===== config.mk =====
export PLATFORM = sky130hd
export DESIGN_NAME = lsp_link_poller
export DESIGN_NICKNAME = d
export VERILOG_FILES = /design/src/rtl/lsp_pkg.sv /design/src/rtl/lsp_poll_timer.sv /design/src/rtl/lsp_mdio_seq.sv /design/src/rtl/lsp_status_decode.sv /design/src/rtl/lsp_link_poller.sv
export SDC_FILE = /design/constraint.sdc
export NUM_CORES = 1
export LEC_CHECK = 0
export CAP_MARGIN = 20
export CORE_AREA = 2 2 79 81
export DETAILED_ROUTE_END_ITERATION = 10
export DIE_AREA = 0 0 81 83
export DONT_BUFFER_PORTS = 1
export GPL_ROUTABILITY_DRIVEN = 0
export PLACE_DENSITY = 0.66
export SYNTH_ARGS = -nofsm -noshare
export SYNTH_HDL_FRONTEND = slang
export SYNTH_SLANG_ARGS = --single-unit
export TNS_END_PERCENT = 50

===== constraint.sdc =====
create_clock -name clk -period 1.7 [get_ports clk]
set_input_delay 0.085 -clock clk [delete_from_list [all_inputs] [get_ports clk]]
set_output_delay 0.085 -clock clk [all_outputs]
set_load 0.02 [all_outputs]

===== src/rtl/lsp_pkg.sv =====
package lsp_pkg;
   localparam int unsigned MDIO_DW = 16;
   localparam int unsigned MDIO_RW = 5;
   localparam int unsigned BUS_W   = 8;
   localparam int unsigned PHY_W   = 8;
   localparam int unsigned ADDR_W  = BUS_W + PHY_W;

   // register numbers used by the poll sequence
   localparam logic [MDIO_RW-1:0] REG_CTRL     = 5'd0;
   localparam logic [MDIO_RW-1:0] REG_STAT_STD = 5'd17;
   localparam logic [MDIO_RW-1:0] REG_STAT_ALT = 5'd25;

   // bit positions in the standard layout
   localparam int unsigned BIT_RESOLVED = 11;
   localparam int unsigned BIT_ANEG_EN  = 12;
   localparam int unsigned BIT_DUPLEX   = 13;
   localparam int unsigned BIT_SPD_LO   = 14;
   // field position in the alternate layout
   localparam int unsigned ALT_LO       = 8;

   localparam logic [1:0] SPD_10   = 2'd0;
   localparam logic [1:0] SPD_100  = 2'd1;
   localparam logic [1:0] SPD_1000 = 2'd2;
   localparam logic [1:0] SPD_BAD  = 2'd3;

   typedef struct packed {
      logic       up;
      logic       fdx;
      logic [1:0] spd;
   } lsp_link_t;

   localparam lsp_link_t LINK_DOWN = '0;

   typedef enum logic [2:0] {
      S_IDLE,
      S_REQ_ST,
      S_WAIT_ST,
      S_REQ_CT,
      S_WAIT_CT,
      S_FIN
   } lsp_state_e;
endpackage


===== src/rtl/lsp_poll_timer.sv =====
module lsp_poll_timer #(
   parameter int unsigned INTERVAL_W = 16
) (
   input  logic                  clk,
   input  logic                  rst_n,
   input  logic [INTERVAL_W-1:0] cfg_interval,
   output logic                  tick
);
   initial begin
      assert (INTERVAL_W >= 1 && INTERVAL_W <= 32)
         else $error("lsp_poll_timer: INTERVAL_W out of range");
   end

   logic [INTERVAL_W-1:0] cnt_q;

   // free-running: one tick per cfg_interval+1 cycles
   always_ff @(posedge clk or negedge rst_n) begin
      if (!rst_n) begin
         cnt_q <= '0;
         tick  <= 1'b0;
      end else if (cnt_q >= cfg_interval) begin
         cnt_q <= '0;
         tick  <= 1'b1;
      end else begin
         cnt_q <= cnt_q + 1'b1;
         tick  <= 1'b0;
      end
   end
endmodule


===== src/rtl/lsp_mdio_seq.sv =====
module lsp_mdio_seq
   import lsp_pkg::*;
(
   input  logic                 clk,
   input  logic                 rst_n,
   input  logic                 tick,
   input  logic [ADDR_W-1:0]    cfg_phy_addr,
   input  logic                 cfg_no_phy,
   input  logic                 cfg_alt_layout,
   input  logic                 cfg_inband_en,
   output logic                 mdio_req,
   output logic [BUS_W-1:0]     mdio_bus,
   output logic [PHY_W-1:0]     mdio_phy,
   output logic [MDIO_RW-1:0]   mdio_reg,
   input  logic                 mdio_ack,
   input  logic                 mdio_rvalid,
   input  logic [MDIO_DW-1:0]   mdio_rdata,
   output logic [MDIO_DW-1:0]   stat_o,
   output logic                 alt_o,
   output logic                 nophy_o,
   output logic                 ib_en_o,
   output logic                 done_o
);
   lsp_state_e          st_q;
   logic [ADDR_W-1:0]   addr_q;
   logic                alt_q;
   logic                nophy_q;
   logic                ib_en_q;
   logic [MDIO_DW-1:0]  stat_q;

   // a tick is only looked at in S_IDLE; in any other state it is dropped
   always_ff @(posedge clk or negedge rst_n) begin
      if (!rst_n) begin
         st_q    <= S_IDLE;
         addr_q  <= '0;
         alt_q   <= 1'b0;
         nophy_q <= 1'b0;
         ib_en_q <= 1'b0;
         stat_q  <= '0;
      end else begin
         unique case (st_q)
            S_IDLE: begin
               if (tick) begin
                  addr_q  <= cfg_phy_addr;
                  alt_q   <= cfg_alt_layout;
                  nophy_q <= cfg_no_phy;
                  ib_en_q <= cfg_inband_en;
                  st_q    <= cfg_no_phy ? S_FIN : S_REQ_ST;
               end
            end
            S_REQ_ST: begin
               if (mdio_ack) st_q <= S_WAIT_ST;
            end
            S_WAIT_ST: begin
               if (mdio_rvalid) begin
                  stat_q <= mdio_rdata;
                  if (alt_q || mdio_rdata[BIT_RESOLVED]) st_q <= S_FIN;
                  else                                   st_q <= S_REQ_CT;
               end
            end
            S_REQ_CT: begin
               if (mdio_ack) st_q <= S_WAIT_CT;
            end
            S_WAIT_CT: begin
               if (mdio_rvalid) begin
                  // auto-negotiation off: resolve bit is forced
                  if (!mdio_rdata[BIT_ANEG_EN]) stat_q[BIT_RESOLVED] <= 1'b1;
                  st_q <= S_FIN;
               end
            end
            S_FIN:   st_q <= S_IDLE;
            default: st_q <= S_IDLE;
         endcase
      end
   end

   always_comb begin
      mdio_req = (st_q == S_REQ_ST) || (st_q == S_REQ_CT);
      mdio_bus = addr_q[ADDR_W-1:PHY_W];
      mdio_phy = addr_q[PHY_W-1:0];
      if (st_q == S_REQ_CT)  mdio_reg = REG_CTRL;
      else if (alt_q)        mdio_reg = REG_STAT_ALT;
      else                   mdio_reg = REG_STAT_STD;
   end

   assign stat_o  = stat_q;
   assign alt_o   = alt_q;
   assign nophy_o = nophy_q;
   assign ib_en_o = ib_en_q;
   assign done_o  = (st_q == S_FIN);
endmodule


===== src/rtl/lsp_status_decode.sv =====
module lsp_status_decode
   import lsp_pkg::*;
(
   input  logic [MDIO_DW-1:0] stat,
   input  logic               alt,
   input  logic               nophy,
   input  logic               ib_en,
   input  logic               ib_link,
   input  logic               ib_duplex,
   input  logic [1:0]         ib_speed,
   output lsp_link_t          link
);
   function automatic lsp_link_t dec_std(input logic [MDIO_DW-1:0] w);
      lsp_link_t r;
      r = LINK_DOWN;
      if (w[BIT_RESOLVED] && (w[BIT_SPD_LO+1:BIT_SPD_LO] != SPD_BAD)) begin
         r.up  = 1'b1;
         r.fdx = w[BIT_DUPLEX];
         r.spd = w[BIT_SPD_LO+1:BIT_SPD_LO];
      end
      return r;
   endfunction

   function automatic lsp_link_t dec_alt(input logic [2:0] c);
      lsp_link_t r;
      unique case (c)
         3'd0:    r = LINK_DOWN;
         3'd1:    r = '{up: 1'b1, fdx: 1'b0, spd: SPD_10};
         3'd2:    r = '{up: 1'b1, fdx: 1'b1, spd: SPD_10};
         3'd3:    r = '{up: 1'b1, fdx: 1'b0, spd: SPD_100};
         3'd4,
         3'd5:    r = '{up: 1'b1, fdx: 1'b1, spd: SPD_100};
         3'd6:    r = '{up: 1'b1, fdx: 1'b0, spd: SPD_1000};
         default: r = '{up: 1'b1, fdx: 1'b1, spd: SPD_1000};
      endcase
      return r;
   endfunction

   lsp_link_t raw;
   logic      unused_bits;
   assign unused_bits = ^{stat[BIT_ANEG_EN], stat[ALT_LO-1:0]};

   always_comb begin
      if (nophy) begin
         if (ib_en && ib_link && (ib_speed != SPD_BAD))
            raw = '{up: 1'b1, fdx: ib_duplex, spd: ib_speed};
         else
            raw = LINK_DOWN;
      end else if (alt) begin
         raw = dec_alt(stat[ALT_LO+2:ALT_LO]);
      end else begin
         raw = dec_std(stat);
      end
      // a down link never carries duplex or speed
      link = raw.up ? raw : LINK_DOWN;
   end
endmodule


===== src/rtl/lsp_link_poller.sv =====
module lsp_link_poller
   import lsp_pkg::*;
#(
   parameter int unsigned INTERVAL_W = 16
) (
   input  logic                  clk,
   input  logic                  rst_n,
   input  logic [INTERVAL_W-1:0] cfg_interval,
   input  logic [15:0]           cfg_phy_addr,
   input  logic                  cfg_no_phy,
   input  logic                  cfg_alt_layout,
   input  logic                  cfg_inband_en,
   input  logic                  ib_link,
   input  logic                  ib_duplex,
   input  logic [1:0]            ib_speed,
   output logic                  mdio_req,
   output logic [7:0]            mdio_bus,
   output logic [7:0]            mdio_phy,
   output logic [4:0]            mdio_reg,
   input  logic                  mdio_ack,
   input  logic                  mdio_rvalid,
   input  logic [15:0]           mdio_rdata,
   output logic                  link_up,
   output logic                  full_duplex,
   output logic [1:0]            speed,
   output logic                  update
);
   initial begin
      assert (ADDR_W == 16 && MDIO_DW == 16 && MDIO_RW == 5)
         else $error("lsp_link_poller: package widths do not match ports");
   end

   logic               tick;
   logic [MDIO_DW-1:0] stat;
   logic               alt_q, nophy_q, ib_en_q, seq_done;
   lsp_link_t          dec_link, link_q;
   logic               upd_q;

   lsp_poll_timer #(.INTERVAL_W(INTERVAL_W)) u_timer (
      .clk          (clk),
      .rst_n        (rst_n),
      .cfg_interval (cfg_interval),
      .tick         (tick)
   );

   lsp_mdio_seq u_seq (
      .clk            (clk),
      .rst_n          (rst_n),
      .tick           (tick),
      .cfg_phy_addr   (cfg_phy_addr),
      .cfg_no_phy     (cfg_no_phy),
      .cfg_alt_layout (cfg_alt_layout),
      .cfg_inband_en  (cfg_inband_en),
      .mdio_req       (mdio_req),
      .mdio_bus       (mdio_bus),
      .mdio_phy       (mdio_phy),
      .mdio_reg       (mdio_reg),
      .mdio_ack       (mdio_ack),
      .mdio_rvalid    (mdio_rvalid),
      .mdio_rdata     (mdio_rdata),
      .stat_o         (stat),
      .alt_o          (alt_q),
      .nophy_o        (nophy_q),
      .ib_en_o        (ib_en_q),
      .done_o         (seq_done)
   );

   lsp_status_decode u_dec (
      .stat      (stat),
      .alt       (alt_q),
      .nophy     (nophy_q),
      .ib_en     (ib_en_q),
      .ib_link   (ib_link),
      .ib_duplex (ib_duplex),
      .ib_speed  (ib_speed),
      .link      (dec_link)
   );

   // outputs load only at the end of a poll, together with the strobe
   always_ff @(posedge clk or negedge rst_n) begin
      if (!rst_n) begin
         link_q <= LINK_DOWN;
         upd_q  <= 1'b0;
      end else begin
         upd_q <= seq_done;
         if (seq_done) link_q <= dec_link;
      end
   end

   assign link_up     = link_q.up;
   assign full_duplex = link_q.fdx;
   assign speed       = link_q.spd;
   assign update      = upd_q;
endmodule


==> reports/metrics.cfg <==
[floorplanning]
io_pins=86
dieArea_um2=6720
start_util=0.492
fp.dieH_um=83
rows=28
core_area_um2=5820
fp.dieW_um=81

[worst_setup_path]
ff2ff_setup_slack_ps=-150
rr_worst_depth=7
worst_ep_required_time_ps=1890
end_kind=register
critPathLaunchType=register
worstReg2RegEnd=u_timer.tick
cp_max_fo=17
cp.arrival_ps=2040
rr_startpoint=u_timer.cnt_q[0]
critical_path_class=reg -> reg

[sta]
hold_ws_ps=18.7
fin_setup_tns_ps=-1600
post-route-period-util=1.09
finalSetupViolations=17
fmax_ghz=0.540
finalMaxSlewViolations=0
hold_viol_final=0
rsz0062_at_grt=yes
skew_ps=6.54
period_needed_ps=1850
fin_ws_ps=-152

[grt]
track_usage=0.186
overflow=0
antenna_found_initial=0
grt_start_max_net_pins=52
grt_pass1_vias=2111
grt_pass1_wl_um=9870

[logic_synthesis]
synth_top_family_by_area=simple AND/OR/NAND/NOR gates
synth-edff-count=0
synth_xor_area_frac=0.0429
synth_cell_types=52
synthAdderAreaFrac=0.0744
synth-async-reset-ratio=1.00
synth_ff_type=dfrtp_1
netlist_area_um2=2860
ys_seq_area_frac=0.446
syn-instance-count=259
synth_compound_area_frac=0.106
syn_area_per_cell_um2=11.0
synthSimpleGateAreaFrac=0.166
synth_mux_area_frac=0.102
yosys_warnings=0
synth-seq-cells=51

[routing]
postRouteAntennaNets=0
wire_per_inst_um=15.2
dr.pass1.iters=4
vias=2153
wirelength_um=5990
drt_iter0_drc=123
drc=0
vias_per_cell=5.45

[cells_and_area]
post-route-util=0.631
synthToLayoutAreaGrowth_pct=28.4
layout_common_cells=51 x dfrtp_1, 29 x buf_4, 28 x dlygate4sd3_1
layout_commonest_cell=dfrtp_1
insertedDiodeCount=0
final_nets=395
seq_area_um2=1280
drive_gt1_frac=0.281
multiInputGateArea_um2=1490
num-fill-cells=497

[power]
switching_share=0.351
powerDensity_nw_per_um2=1040
ir_drop_mv=0.655
p_sw_mw=1.34
finalPower_mw=3.82
p_int_mw=2.48
p_clk_frac=0.184
p_leak_nw=1.66
p_seq_frac=0.474
p_comb_frac=0.342

[clocking]
cts-root-buf=clkbuf_8
clk_pin_slew_worst_paths_ps=90
cts_buffers=5
cts_tree=yes
cts_buffer_depth=2
worstSkewPairLatency_ps=300
htree_levels=2
cts.sinks=51

[placed_design]
hpwl_um=4200
io_buffers=0
dp_slack_ps=-204

[min_path]
hold_path.class=in -> reg
min_to=u_seq.st_q[1]
hold_path_startpoint=mdio_rvalid
hold_path_depth=3

[job]
cap_violations=0

[run_status]
run_status=complete, but fails checks
failed_checks=negative setup slack

## worst max-delay path by stage
stage | slack (ps) | startpoint | endpoint
6_report | -150 | u_timer.cnt_q[0] | u_timer.tick
5_1_grt | -240 | u_timer.cnt_q[0] | u_timer.tick
4_1_cts | -170 | u_timer.cnt_q[0] | u_timer.tick
3_5_place_dp | -200 | u_timer.cnt_q[0] | u_timer.tick
3_3_place_gp | -150 | u_timer.cnt_q[0] | u_timer.tick
2_1_floorplan | -140 | u_timer.cnt_q[13] | u_timer.cnt_q[10]
## power groups by stage
stage	Combinational, mW	Sequential [mW]	Clock (mW)
finish	1.31	1.81	0.701
global route	1.45	1.85	0.792
CTS	1.27	1.81	0.733
detailed placement	1.13	1.83	0
global placement	1.10	1.82	0
floorplan	0.860	1.76	0
## cell usage after synthesis, types with 2 or more instances
library cell	number	area [um2]
nand2_1	10	37.5
a21o_1	3	22.5
a31o_2	2	17.5
nor2b_1	2	12.5
inv_1	26	97.6
nand3_2	2	20.0
buf_2	3	15.0
o22ai_1	2	12.5
a2111oi_4	2	55.1
o21ai_0	3	15.0
buf_4	6	45.0
nor4_1	17	106
xnor2_1	12	105
nor2_1	10	37.5
nand2b_1	4	25.0
a21oi_1	8	40.0
nand3b_1	3	22.5
dfrtp_1	51	1280
mux2_2	25	282
o21a_1	2	15.0
a22o_1	3	26.3
ha_1	17	213
nand4_1	9	56.3
nand3_1	2	10.0
nor3_1	7	35.0
xor2_1	2	17.5
## metrics by stage
stage	instances	area (um2)
after floorplan	260	2870
after global placement	352	3150
after detailed placement	352	3150
after CTS	392	3600
after global routing	395	3670
final	395	3670
## worst max-delay path, stage by stage, from the launching register on
cell and delay (ps):
dfrtp_1 350, inv_1 40, ha_1 260, nand2b_4 150
a2111oi_4 340, a2111oi_4 110, buf_12 170, or3_1 300
## cell families after synthesis
| family | after synthesis |
|---|---|
| XOR/XNOR | 14 |
| adder cells (fa/ha/maj) | 17 |
| flip-flops | 51 |
| AO/OA/AOI/OAI | 35 |
| AND/OR/NAND/NOR | 78 |
| buffers and inverters | 37 |
| multiplexers | 26 |
| other | 1 |
## layer usage
metal	track usage	share of wire
met3	0.0446	0.050
met1	0.255	0.44
met2	0.296	0.50
met5	0	0
met4	0.0416	0.0074
## layout make-up
cell class                      instances  area share
Clock buffer                            5      0.0188
Multi-Input combinational cell        172       0.406
Sequential cell                        51       0.348
Timing Repair Buffer                   63       0.168
Inverter                               26      0.0266
Tap cell                               75      0.0256
Clock inverter                          3     0.00682
## flip-flops by register name, indices dropped and copies added (netlist names)
signal,count
u_seq.addr_q,16
u_timer.cnt_q,16
u_seq.stat_o,7
u_seq.st_q,3
speed,2
full_duplex,1
link_up,1
u_seq.alt_o,1
u_seq.ib_en_o,1
u_seq.nophy_o,1
u_timer.tick,1
update,1
## what timing repair did
action,4_1_cts,5_1_grt
endpoints found under the hold margin,79,0
pin swaps,5,2
buffers inserted,3,3
hold buffers,29,0
gates resized for setup,3,7
endpoints found under the setup margin,17,17
No activity file was read; power rests on OpenSTA's default activity.
